==> src/rtl/mop_seq_pkg.sv <==
package mop_seq_pkg;

   // instruction classes accepted from decode
   typedef enum logic [3:0] {
      IK_PLAIN  = 4'd0,
      IK_LOAD   = 4'd1,
      IK_LDMULT = 4'd2,
      IK_STMULT = 4'd3,
      IK_LDDBL  = 4'd4,
      IK_STDBL  = 4'd5,
      IK_MOVPR  = 4'd6,
      IK_SHALU  = 4'd7,
      IK_STIDX  = 4'd8
   } instr_kind_e;

   // micro-operation classes sent down the pipe
   typedef enum logic [3:0] {
      UK_PASS   = 4'd0,
      UK_LOAD   = 4'd1,
      UK_STORE  = 4'd2,
      UK_BASE   = 4'd3,
      UK_MOVE   = 4'd4,
      UK_SHIFT  = 4'd5,
      UK_ALU    = 4'd6,
      UK_AGEN   = 4'd7,
      UK_STDATA = 4'd8
   } uop_kind_e;

endpackage

==> src/rtl/mop_plan.sv <==
// Works out how many micro-operations an incoming instruction needs.
module mop_plan
   import mop_seq_pkg::*;
#(
   parameter int MAX_WORDS = 12,
   parameter int COUNT_W   = 4,
   parameter int IW        = 4
) (
   input  logic [3:0]         kind,
   input  logic [COUNT_W-1:0] count,
   input  logic               base_upd,
   output logic [IW-1:0]      n_uops,
   output logic [IW-1:0]      words
);

   logic [IW-1:0] clamp_w;
   logic [IW-1:0] upd_w;

   always_comb begin
      if (count == '0)
         clamp_w = IW'(1);
      else if (int'(count) > MAX_WORDS)
         clamp_w = IW'(MAX_WORDS);
      else
         clamp_w = IW'(count);
   end

   assign upd_w = base_upd ? IW'(1) : '0;

   always_comb begin
      words  = '0;
      n_uops = IW'(1);
      case (instr_kind_e'(kind))
         IK_LOAD: begin
            words  = IW'(1);
            n_uops = IW'(1) + upd_w;
         end
         IK_LDMULT, IK_STMULT: begin
            words  = clamp_w;
            n_uops = clamp_w + upd_w;
         end
         IK_LDDBL, IK_STDBL: begin
            words  = IW'(2);
            n_uops = IW'(2) + upd_w;
         end
         IK_MOVPR, IK_SHALU, IK_STIDX: begin
            n_uops = IW'(2);
         end
         default: begin
            n_uops = IW'(1);
         end
      endcase
   end

endmodule

==> src/rtl/mop_step.sv <==
// Step counter: tracks the position inside the current instruction.
module mop_step #(
   parameter int IW = 4
) (
   input  logic          clk,
   input  logic          rst_n,
   input  logic          start,
   input  logic [IW-1:0] n_in,
   output logic          active,
   output logic [IW-1:0] idx,
   output logic          last
);

   logic [IW-1:0] n_q;

   assign last = active && (idx == n_q - IW'(1));

   always_ff @(posedge clk or negedge rst_n) begin
      if (!rst_n) begin
         active <= 1'b0;
         idx    <= '0;
         n_q    <= IW'(1);
      end else if (start) begin
         active <= 1'b1;
         idx    <= '0;
         n_q    <= n_in;
      end else if (last) begin
         active <= 1'b0;
         idx    <= '0;
      end else if (active) begin
         idx    <= idx + IW'(1);
      end
   end


   idx_step_chk: assert property (@(posedge clk) disable iff (!rst_n)
      (active && !last && !start) |=> (active && idx == $past(idx) + IW'(1)));


   idx_bound_chk: assert property (@(posedge clk) disable iff (!rst_n)
      active |-> (idx < n_q));

endmodule

==> src/rtl/mop_gen.sv <==
// Builds the fields of one micro-operation from the held instruction and step index.
module mop_gen
   import mop_seq_pkg::*;
#(
   parameter int REG_W      = 5,
   parameter int ADDR_W     = 32,
   parameter int WORD_BYTES = 4,
   parameter int IW         = 4
) (
   input  logic [3:0]        h_kind,
   input  logic [REG_W-1:0]  h_rd,
   input  logic [REG_W-1:0]  h_ra,
   input  logic [REG_W-1:0]  h_rb,
   input  logic [ADDR_W-1:0] h_addr,
   input  logic [IW-1:0]     h_words,
   input  logic [IW-1:0]     idx,
   output logic [3:0]        g_kind,
   output logic [REG_W-1:0]  g_rd,
   output logic [REG_W-1:0]  g_ra,
   output logic [REG_W-1:0]  g_rb,
   output logic              g_we,
   output logic [ADDR_W-1:0] g_addr
);

   localparam bit POW2 = (WORD_BYTES & (WORD_BYTES - 1)) == 0;

   logic [ADDR_W-1:0] offset;
   logic [REG_W-1:0]  reg_step;
   logic [REG_W-1:0]  rd_even;
   logic [REG_W-1:0]  ra_even;
   logic              in_data;

   generate
      if (POW2) begin : gen_shift_off
         localparam int SH = $clog2(WORD_BYTES);
         assign offset = ADDR_W'(idx) << SH;
      end else begin : gen_mul_off
         assign offset = ADDR_W'(idx) * ADDR_W'(WORD_BYTES);
      end
   endgenerate

   assign reg_step = h_rd + REG_W'(idx);
   assign rd_even  = {h_rd[REG_W-1:1], 1'b0};
   assign ra_even  = {h_ra[REG_W-1:1], 1'b0};
   assign in_data  = idx < h_words;

   always_comb begin
      g_kind = UK_PASS;
      g_rd   = '0;
      g_ra   = '0;
      g_rb   = '0;
      g_we   = 1'b0;
      g_addr = '0;
      case (instr_kind_e'(h_kind))
         IK_LOAD, IK_LDMULT, IK_LDDBL: begin
            g_ra   = h_ra;
            g_we   = 1'b1;
            g_addr = h_addr + offset;
            if (in_data) begin
               g_kind = UK_LOAD;
               g_rd   = reg_step;
            end else begin
               g_kind = UK_BASE;
               g_rd   = h_ra;
            end
         end
         IK_STMULT, IK_STDBL: begin
            g_ra   = h_ra;
            g_addr = h_addr + offset;
            if (in_data) begin
               g_kind = UK_STORE;
               g_rb   = reg_step;
            end else begin
               g_kind = UK_BASE;
               g_rd   = h_ra;
               g_we   = 1'b1;
            end
         end
         IK_MOVPR: begin
            g_kind = UK_MOVE;
            g_we   = 1'b1;
            g_rd   = rd_even | REG_W'(idx[0]);
            g_ra   = ra_even | REG_W'(idx[0]);
         end
         IK_SHALU: begin
            if (idx == '0) begin
               g_kind = UK_SHIFT;
               g_rb   = h_rb;
            end else begin
               g_kind = UK_ALU;
               g_ra   = h_ra;
               g_rd   = h_rd;
               g_we   = 1'b1;
            end
         end
         IK_STIDX: begin
            if (idx == '0) begin
               g_kind = UK_AGEN;
               g_ra   = h_ra;
               g_rb   = h_rb;
            end else begin
               g_kind = UK_STDATA;
               g_rb   = h_rd;
            end
         end
         default: begin
            g_kind = UK_PASS;
            g_rd   = h_rd;
            g_ra   = h_ra;
            g_rb   = h_rb;
            g_we   = 1'b1;
         end
      endcase
   end

endmodule

==> src/rtl/mop_sequencer.sv <==
module mop_sequencer
   import mop_seq_pkg::*;
#(
   parameter int  REG_W      = 5,
   parameter int  ADDR_W     = 32,
   parameter int  COUNT_W    = 4,
   parameter int  MAX_WORDS  = 12,
   parameter int  WORD_BYTES = 4,
   localparam int IDX_W      = $clog2(MAX_WORDS + 2)
) (
   input  logic               clk,
   input  logic               rst_n,
   input  logic               in_valid,
   output logic               in_ready,
   input  logic [3:0]         in_kind,
   input  logic [REG_W-1:0]   in_rd,
   input  logic [REG_W-1:0]   in_ra,
   input  logic [REG_W-1:0]   in_rb,
   input  logic [COUNT_W-1:0] in_count,
   input  logic               in_base_upd,
   input  logic [ADDR_W-1:0]  in_addr,
   output logic               uop_valid,
   output logic [3:0]         uop_kind,
   output logic [REG_W-1:0]   uop_rd,
   output logic [REG_W-1:0]   uop_ra,
   output logic [REG_W-1:0]   uop_rb,
   output logic               uop_we,
   output logic [ADDR_W-1:0]  uop_addr,
   output logic [IDX_W-1:0]   uop_idx,
   output logic               uop_first,
   output logic               uop_last,
   output logic               busy
);

   // elaboration-time parameter checks
   generate
      if (REG_W < 2) begin : gen_bad_reg
         $error("REG_W must be at least 2");
      end
      if (MAX_WORDS < 2 || MAX_WORDS >= (1 << COUNT_W)) begin : gen_bad_max
         $error("MAX_WORDS must be at least 2 and fit COUNT_W");
      end
      if (WORD_BYTES < 1) begin : gen_bad_word
         $error("WORD_BYTES must be positive");
      end
   endgenerate

   logic               start;
   logic               active;
   logic               last;
   logic [IDX_W-1:0]   idx;
   logic [IDX_W-1:0]   plan_n;
   logic [IDX_W-1:0]   plan_words;

   logic [3:0]         h_kind;
   logic [REG_W-1:0]   h_rd, h_ra, h_rb;
   logic [ADDR_W-1:0]  h_addr;
   logic [IDX_W-1:0]   h_words;

   logic [3:0]         g_kind;
   logic [REG_W-1:0]   g_rd, g_ra, g_rb;
   logic               g_we;
   logic [ADDR_W-1:0]  g_addr;

   assign busy     = active && !last;
   assign in_ready = !busy;
   assign start    = in_valid && in_ready;

   mop_plan #(
      .MAX_WORDS (MAX_WORDS),
      .COUNT_W   (COUNT_W),
      .IW        (IDX_W)
   ) u_plan (
      .kind      (in_kind),
      .count     (in_count),
      .base_upd  (in_base_upd),
      .n_uops    (plan_n),
      .words     (plan_words)
   );

   mop_step #(
      .IW        (IDX_W)
   ) u_step (
      .clk       (clk),
      .rst_n     (rst_n),
      .start     (start),
      .n_in      (plan_n),
      .active    (active),
      .idx       (idx),
      .last      (last)
   );

   always_ff @(posedge clk or negedge rst_n) begin
      if (!rst_n) begin
         h_kind  <= '0;
         h_rd    <= '0;
         h_ra    <= '0;
         h_rb    <= '0;
         h_addr  <= '0;
         h_words <= '0;
      end else if (start) begin
         h_kind  <= in_kind;
         h_rd    <= in_rd;
         h_ra    <= in_ra;
         h_rb    <= in_rb;
         h_addr  <= in_addr;
         h_words <= plan_words;
      end
   end

   mop_gen #(
      .REG_W      (REG_W),
      .ADDR_W     (ADDR_W),
      .WORD_BYTES (WORD_BYTES),
      .IW         (IDX_W)
   ) u_gen (
      .h_kind    (h_kind),
      .h_rd      (h_rd),
      .h_ra      (h_ra),
      .h_rb      (h_rb),
      .h_addr    (h_addr),
      .h_words   (h_words),
      .idx       (idx),
      .g_kind    (g_kind),
      .g_rd      (g_rd),
      .g_ra      (g_ra),
      .g_rb      (g_rb),
      .g_we      (g_we),
      .g_addr    (g_addr)
   );

   assign uop_valid = active;
   assign uop_kind  = active ? g_kind : '0;
   assign uop_rd    = active ? g_rd   : '0;
   assign uop_ra    = active ? g_ra   : '0;
   assign uop_rb    = active ? g_rb   : '0;
   assign uop_we    = active && g_we;
   assign uop_addr  = active ? g_addr : '0;
   assign uop_idx   = active ? idx    : '0;
   assign uop_first = active && (idx == '0);
   assign uop_last  = last;


   rise_first_chk: assert property (@(posedge clk) disable iff (!rst_n)
      $rose(uop_valid) |-> uop_first);


   after_last_chk: assert property (@(posedge clk) disable iff (!rst_n)
      (uop_valid && uop_last) |=> (!uop_valid || uop_first));


   busy_next_chk: assert property (@(posedge clk) disable iff (!rst_n)
      busy |=> (uop_valid && !uop_first));


   addr_step_chk: assert property (@(posedge clk) disable iff (!rst_n)
      (uop_valid && !uop_last &&
       (uop_kind == UK_LOAD || uop_kind == UK_STORE))
      |=> (uop_kind == UK_BASE ||
           uop_addr == $past(uop_addr) + ADDR_W'(WORD_BYTES)));


   idle_quiet_chk: assert property (@(posedge clk) disable iff (!rst_n)
      !uop_valid |-> (!uop_we && !busy));

endmodule

==> config.mk <==
export PLATFORM = sky130hd
export DESIGN_NAME = mop_sequencer
export DESIGN_NICKNAME = d
export VERILOG_FILES = /design/src/rtl/mop_seq_pkg.sv /design/src/rtl/mop_plan.sv /design/src/rtl/mop_step.sv /design/src/rtl/mop_gen.sv /design/src/rtl/mop_sequencer.sv
export SDC_FILE = /design/constraint.sdc
export NUM_CORES = 1
export LEC_CHECK = 0
export ABC_CLOCK_PERIOD_IN_PS = 6760
export CAP_MARGIN = 5
export CORE_MARGIN = 3
export CORE_UTILIZATION = 40
export CTS_BUF_LIST = sky130_fd_sc_hd__clkbuf_4 sky130_fd_sc_hd__clkbuf_8 sky130_fd_sc_hd__clkbuf_16
export DETAILED_ROUTE_END_ITERATION = 6
export DONT_BUFFER_PORTS = 1
export GPL_ROUTABILITY_DRIVEN = 0
export SLEW_MARGIN = 40
export SYNTH_ARGS = -nofsm -noshare
export SYNTH_HDL_FRONTEND = slang
export SYNTH_SLANG_ARGS = --single-unit
export TNS_END_PERCENT = 50
==> constraint.sdc <==
create_clock -name clk -period 6.76 [get_ports clk]
set_input_delay 1.352 -clock clk [delete_from_list [all_inputs] [get_ports clk]]
set_output_delay 1.352 -clock clk [all_outputs]
set_load 0.005 [all_outputs]
After elaboration in Yosys (flattened, before gate mapping) --
Index checks and enable logic that the tools add are counted.
Storage, ports and cells: output and inout port bits 61, word-level logic and storage cells 91, bits in registers 64, input port bits 59
Operators by class: reduce and logical (&&, ||, !) cells 18, equal/unequal tests 17, add/sub/neg operators 7, muxes and demuxes 36, bitwise gates (word level) 2, order comparisons 2
Operators by type and width (number):
- 32-bit two-way mux | 2
- 5-bit two-way mux | 11
- 32-bit by 6-bit adder with 32-bit output | 1
- 4-bit by 3-bit equality test with 1-bit output (second input constant) | 8
- 4-bit two-way mux | 8
- 5-bit case mux with 5 select lines | 1
- 4-bit case mux with 5 select lines | 1
- 5-bit case mux with 4 select lines | 1
- 4-bit by 2-bit equality test with 1-bit output (second input constant) | 4
- 4-bit case mux with 4 select lines | 1
- 5-bit case mux with 3 select lines | 1
- 4-bit case mux with 3 select lines | 1
- 5-bit by 1-bit bitwise OR with 5-bit output | 2
- 4-bit by 1-bit equality test with 1-bit output (second input constant) | 2
- 4-bit equality test (second input constant) | 2
- 4-bit logical NOT | 2
- 1-bit two-way mux | 6
- 2-bit OR reduction | 3
- 3-bit OR reduction | 2
- 5-bit by 4-bit adder with 5-bit output | 1
- 1-bit logical AND | 5
- 5-bit OR reduction | 1
- 1-bit by 4-bit adder with 4-bit output (first input constant) | 1
- 2-bit by 4-bit adder with 4-bit output (first input constant) | 1
- 12 further kinds | 14

Longest topological paths before layout --
depth in word-level cells 8, mapped depth 9, mapped depth without buffers 8

Hierarchy --
From an unflattened synthesis, not the netlist that was laid out.
Unflattened totals: cell total of the unflattened synthesis 505, area total of the unflattened synthesis 4897.2 µm²
Modules (own cells, without submodules):
- mop_sequencer | cells each 185, sequential area each 1376.3 µm², instances 1, area an instance 2648.8 µm²
- mop_gen | cells each 244, sequential area each 0.0 µm², instances 1, area an instance 1585.3 µm²
- mop_step | cells each 44, sequential area each 226.5 µm², instances 1, area an instance 469.2 µm²
- mop_plan | cells each 32, sequential area each 0.0 µm², instances 1, area an instance 193.9 µm²

Worst setup path after synthesis --
No wires, ideal clock.
path type flip-flop to output port, from register u_step.idx[0], to output uop_addr[26], cell stages (with the launch flop) 9, setup slack 3.274 ns, arrival time 2.134 ns, buffers on the path 0, required time 5.408 ns, path through dfrtp_1 ha_1 inv_1 fa_1 nand2b_1 a211oi_2 nand4_1 xor2_1 nor2_1
Between the ends: word-level cells in the longest chain between the ends 3
Ends and longest elaborated chain:
- from (decl) | RTL line mop_step.sv:10 | output logic [IW-1:0] idx,
- from (signal assigned) | RTL line mop_step.sv:31 | idx <= idx + IW'(1);
- 32-bit by 6-bit adder with 32-bit output | RTL line mop_gen.sv:58, mop_gen.sv:69
- 32-bit two-way mux
- 32-bit two-way mux | RTL line mop_sequencer.sv:138 | assign uop_addr = active ? g_addr : '0;
- to (decl) | RTL line mop_sequencer.sv:28 | output logic [ADDR_W-1:0] uop_addr,
No other way between the ends.

Final worst setup path --
from register u_step.idx[0], to output uop_addr[22]
The elaborated chain is that of the path after synthesis.

==> qor.txt <==
sequential fraction of the synthesis area - 0.370
detailed placer's ending HPWL - 8.02 mm
Area Overhead vs Synth - 6.06%
Pwr per Cell Area - 535 mW/mm^2
status - complete, no violations
RSZ-0062 raised after global routing - no
Fin. Hold Viols - 0
fill count - 1019
root buf cell - clkbuf_8
Gate Count Post-Synth - 451
syn avg cell area - 9.61 um^2
max-cap violation count - 0
vias in the first global route - 3249
largest net degree at the start of global routing - 65
Min Hold Slack - 0.496 ns
GRT Overall Usage - 0.176
setup TNS - 0 ns
Crit Path Class - reg2out
fin crit share - 0.648
initial drt markers - 213
final WL - 10.7 mm
share of cells above drive strength 1 - 0.169
Peak Freq - 228 MHz
port bufs - 0
initial antenna violation count - 0
Post-Syn Area - 0.00433 mm^2
Final ANT Viol Nets - 0
Crit. End Element - output port
Slew @ Worst Pin - 0.765 ns
Slew headroom - 0.489
Setup crit start kind - flip-flop
Max VDD drop - 0.196 mV
H-tree Lvls - 3
hold endpoint - h_rb[0]$_DFFE_PN0P_
mean routed wirelength per cell - 18.3 um
clock transition at the registers of the reported paths - 0.07 ns
full die area - 0.0121 mm^2
Yosys cell types - 50
post-CTS setup buffers - 0
Worst R2R Setup Slack - 4.34 ns
Worst Reg2Reg Path Length in Cells - 5
DR DRC count - 0
TritonCTS buffer count - 9
Hold Path Cell Cnt - 1
chip height - 110 um
Critical Path Fanout Max - 10
CP Data Required Time - 5.41 ns
Max Buffers Root-to-Sink - 2
vias post-DR - 3331
drt pass-1 iters - 4
min cycle time layout - 4.38 ns
Post-CTS Resized - 0
I/O Pins - 120
syn nets - 528
final setup fails - 0
Initial Util - 0.416
clock latency on the worst-skew pair - 0.34 ns
hold path start - h_rb[0]$_DFFE_PN0P_
Row Count - 37
crit path DAT - 3.03 ns
FF+latch count, synth - 64
fin. max-slew vios - 0
Syn. warnings - 0
CTS sink cnt - 64
LEAKAGE - 1.92 nW
Core ar. - 0.0104 mm^2
Hold Path Class - reg2reg
CTS Hold Bufs - 0
Reg-to-Reg End - h_addr[30]$_DFFE_PN0P_
# diodes - 0
FF-to-FF Start - u_step.active$_DFFE_PN0P_
vias per cell - 5.69
post-layout net count - 522
Die W - 110 um
first-pass GRT wire length - 16.6 mm
grt ovf - 0
Worst Skew - 0.0110 ns
CTS tree - done
[sequential cells by signal, summed over array words and instances, names as in the netlist]
signal	flops
h_addr	32
h_ra	5
h_rd	5
h_kind	4
h_rb	5
u_step.active	1
u_step.n_q	4
h_words	4
u_step.idx	4
[power breakdown]
part           switching (mW)  leakage [nW]  internal, mW
Combinational           0.754          1.06         0.605
Sequential              0.240         0.775         0.579
Clock                   0.146        0.0858         0.137
[cell usage in the layout, fill, tap and decap left out, types with 9 or more instances in the layout]
| cell | synthesis | final |
|---|---|---|
| dfrtp_1 | 63 | 63 |
| mux2_2 | 49 | 49 |
| nor2_1 | 48 | 48 |
| xor2_1 | 27 | 27 |
| nand2_1 | 25 | 24 |
| inv_1 | 21 | 21 |
| a21oi_1 | 20 | 20 |
| ha_1 | 16 | 16 |
| nand3_1 | 15 | 15 |
| nand4_1 | 15 | 15 |
| o21ai_0 | 14 | 14 |
| and3_1 | 12 | 12 |
| xnor2_1 | 11 | 11 |
| and2_1 | 10 | 10 |
| clkbuf_8 | 0 | 9 |
[metrics by stage]
step	instance area (um^2)	std cells	total power [mW]	utilization	setup WS [ns]
3_3_place_gp	4420	570	2.15	0.424	2.71
6_report	4600	585	2.46	0.441	2.38
5_1_grt	4600	585	2.69	0.441	2.11
4_1_cts	4580	585	2.48	0.440	2.35
2_1_floorplan	4330	451	1.88	-	3.27
3_5_place_dp	4420	570	2.19	0.425	2.73
[area by class of cell]
| class | instances | area (um^2) | share of cell area |
|---|---|---|---|
| flip-flops and latches | 64 | 1600 | 0.349 |
| clock inverters | 4 | 22.5 | 0.00490 |
| repair buffers | 2 | 15.0 | 0.00327 |
| inverters | 21 | 78.8 | 0.0171 |
| clock buffers | 11 | 139 | 0.0302 |
| multi-input cells | 347 | 2570 | 0.559 |
| well taps | 136 | 170 | 0.0370 |
[synthesized netlist by cell type (all sizes together)]
cell      n  area share
o21ai    16       0.018
nand4    15       0.022
nor2b     1      0.0014
mux2i     5       0.012
dfrtp    63        0.36
nand4bb   1      0.0026
o31ai     1      0.0017
a211oi    3       0.010
and3     12       0.017
dfstp     1      0.0061
a31oi     6      0.0087
or3b      1      0.0020
o211ai    5      0.0087
buf       6       0.012
xnor2    11       0.022
and4      2      0.0040
o21a      2      0.0035
and3b     1      0.0020
o22ai     3      0.0043
nor3      8      0.0092
mux2     55        0.14
a22oi     4      0.0069
o211a     1      0.0023
nor3b     1      0.0017
xor2     27       0.055
nor4      3      0.0078
or3       4      0.0058
nand2    25       0.022
a21oi    20       0.023
or4       1      0.0017
o2111a    1      0.0026
o2111ai   1      0.0020
clkbuf   13       0.011
ha       16       0.046
nand2b    6      0.0087
a221o     6       0.014
a21boi    1      0.0017
inv      21       0.018
nor2     48       0.042
nand3    15       0.017
o21bai    1      0.0017
a32o      1      0.0023
a21o      5      0.0087
fa        2      0.0092
and2     10       0.014
[cell families after synthesis]
logic type / Yosys count / synth area share
AOI/OAI and AO/OA: 77 / 0.121
xor gates and xnor gates: 38 / 0.0768
buffers and inverters: 40 / 0.0416
and+or+nand+nor: 154 / 0.181
adders and majority gates: 18 / 0.0554
DFF: 64 / 0.370
muxes: 60 / 0.154
[routing by layer]
| metal | GRT usage | wire length (um) |
|---|---|---|
| met2 | 0.289 | 5100 |
| met5 | 0 | 0 |
| met1 | 0.219 | 4620 |
| met3 | 0.0530 | 841 |
| met4 | 0.0651 | 142 |
[how the worst max path moves through the flow]
stage | endpoint | slack [ns] | startpoint | cells after the start
global route | uop_addr[24] | 2.11 | u_step.idx[0]$_DFFE_PN0P_ | 8
CTS | uop_addr[14] | 2.35 | u_step.idx[0]$_DFFE_PN0P_ | 8
detailed placement | uop_addr[14] | 2.73 | u_step.idx[0]$_DFFE_PN0P_ | 8
global placement | uop_addr[20] | 2.71 | u_step.idx[0]$_DFFE_PN0P_ | 8
floorplan | uop_addr[26] | 3.27 | u_step.idx[0]$_DFFE_PN0P_ | 8
finish | uop_addr[22] | 2.38 | u_step.idx[0]$_DFFE_PN0P_ | 8
[critical path, stage by stage, from the launching register on]
cell and delay [ns]:
dfrtp_1 0.59, ha_1 0.25, inv_1 0.06, fa_1 0.40, nand2b_1 0.22, a211oi_2 0.66, nand4_1 0.19, xor2_1 0.19
nor2_1 0.15
(Power assumes the default switching activity.)
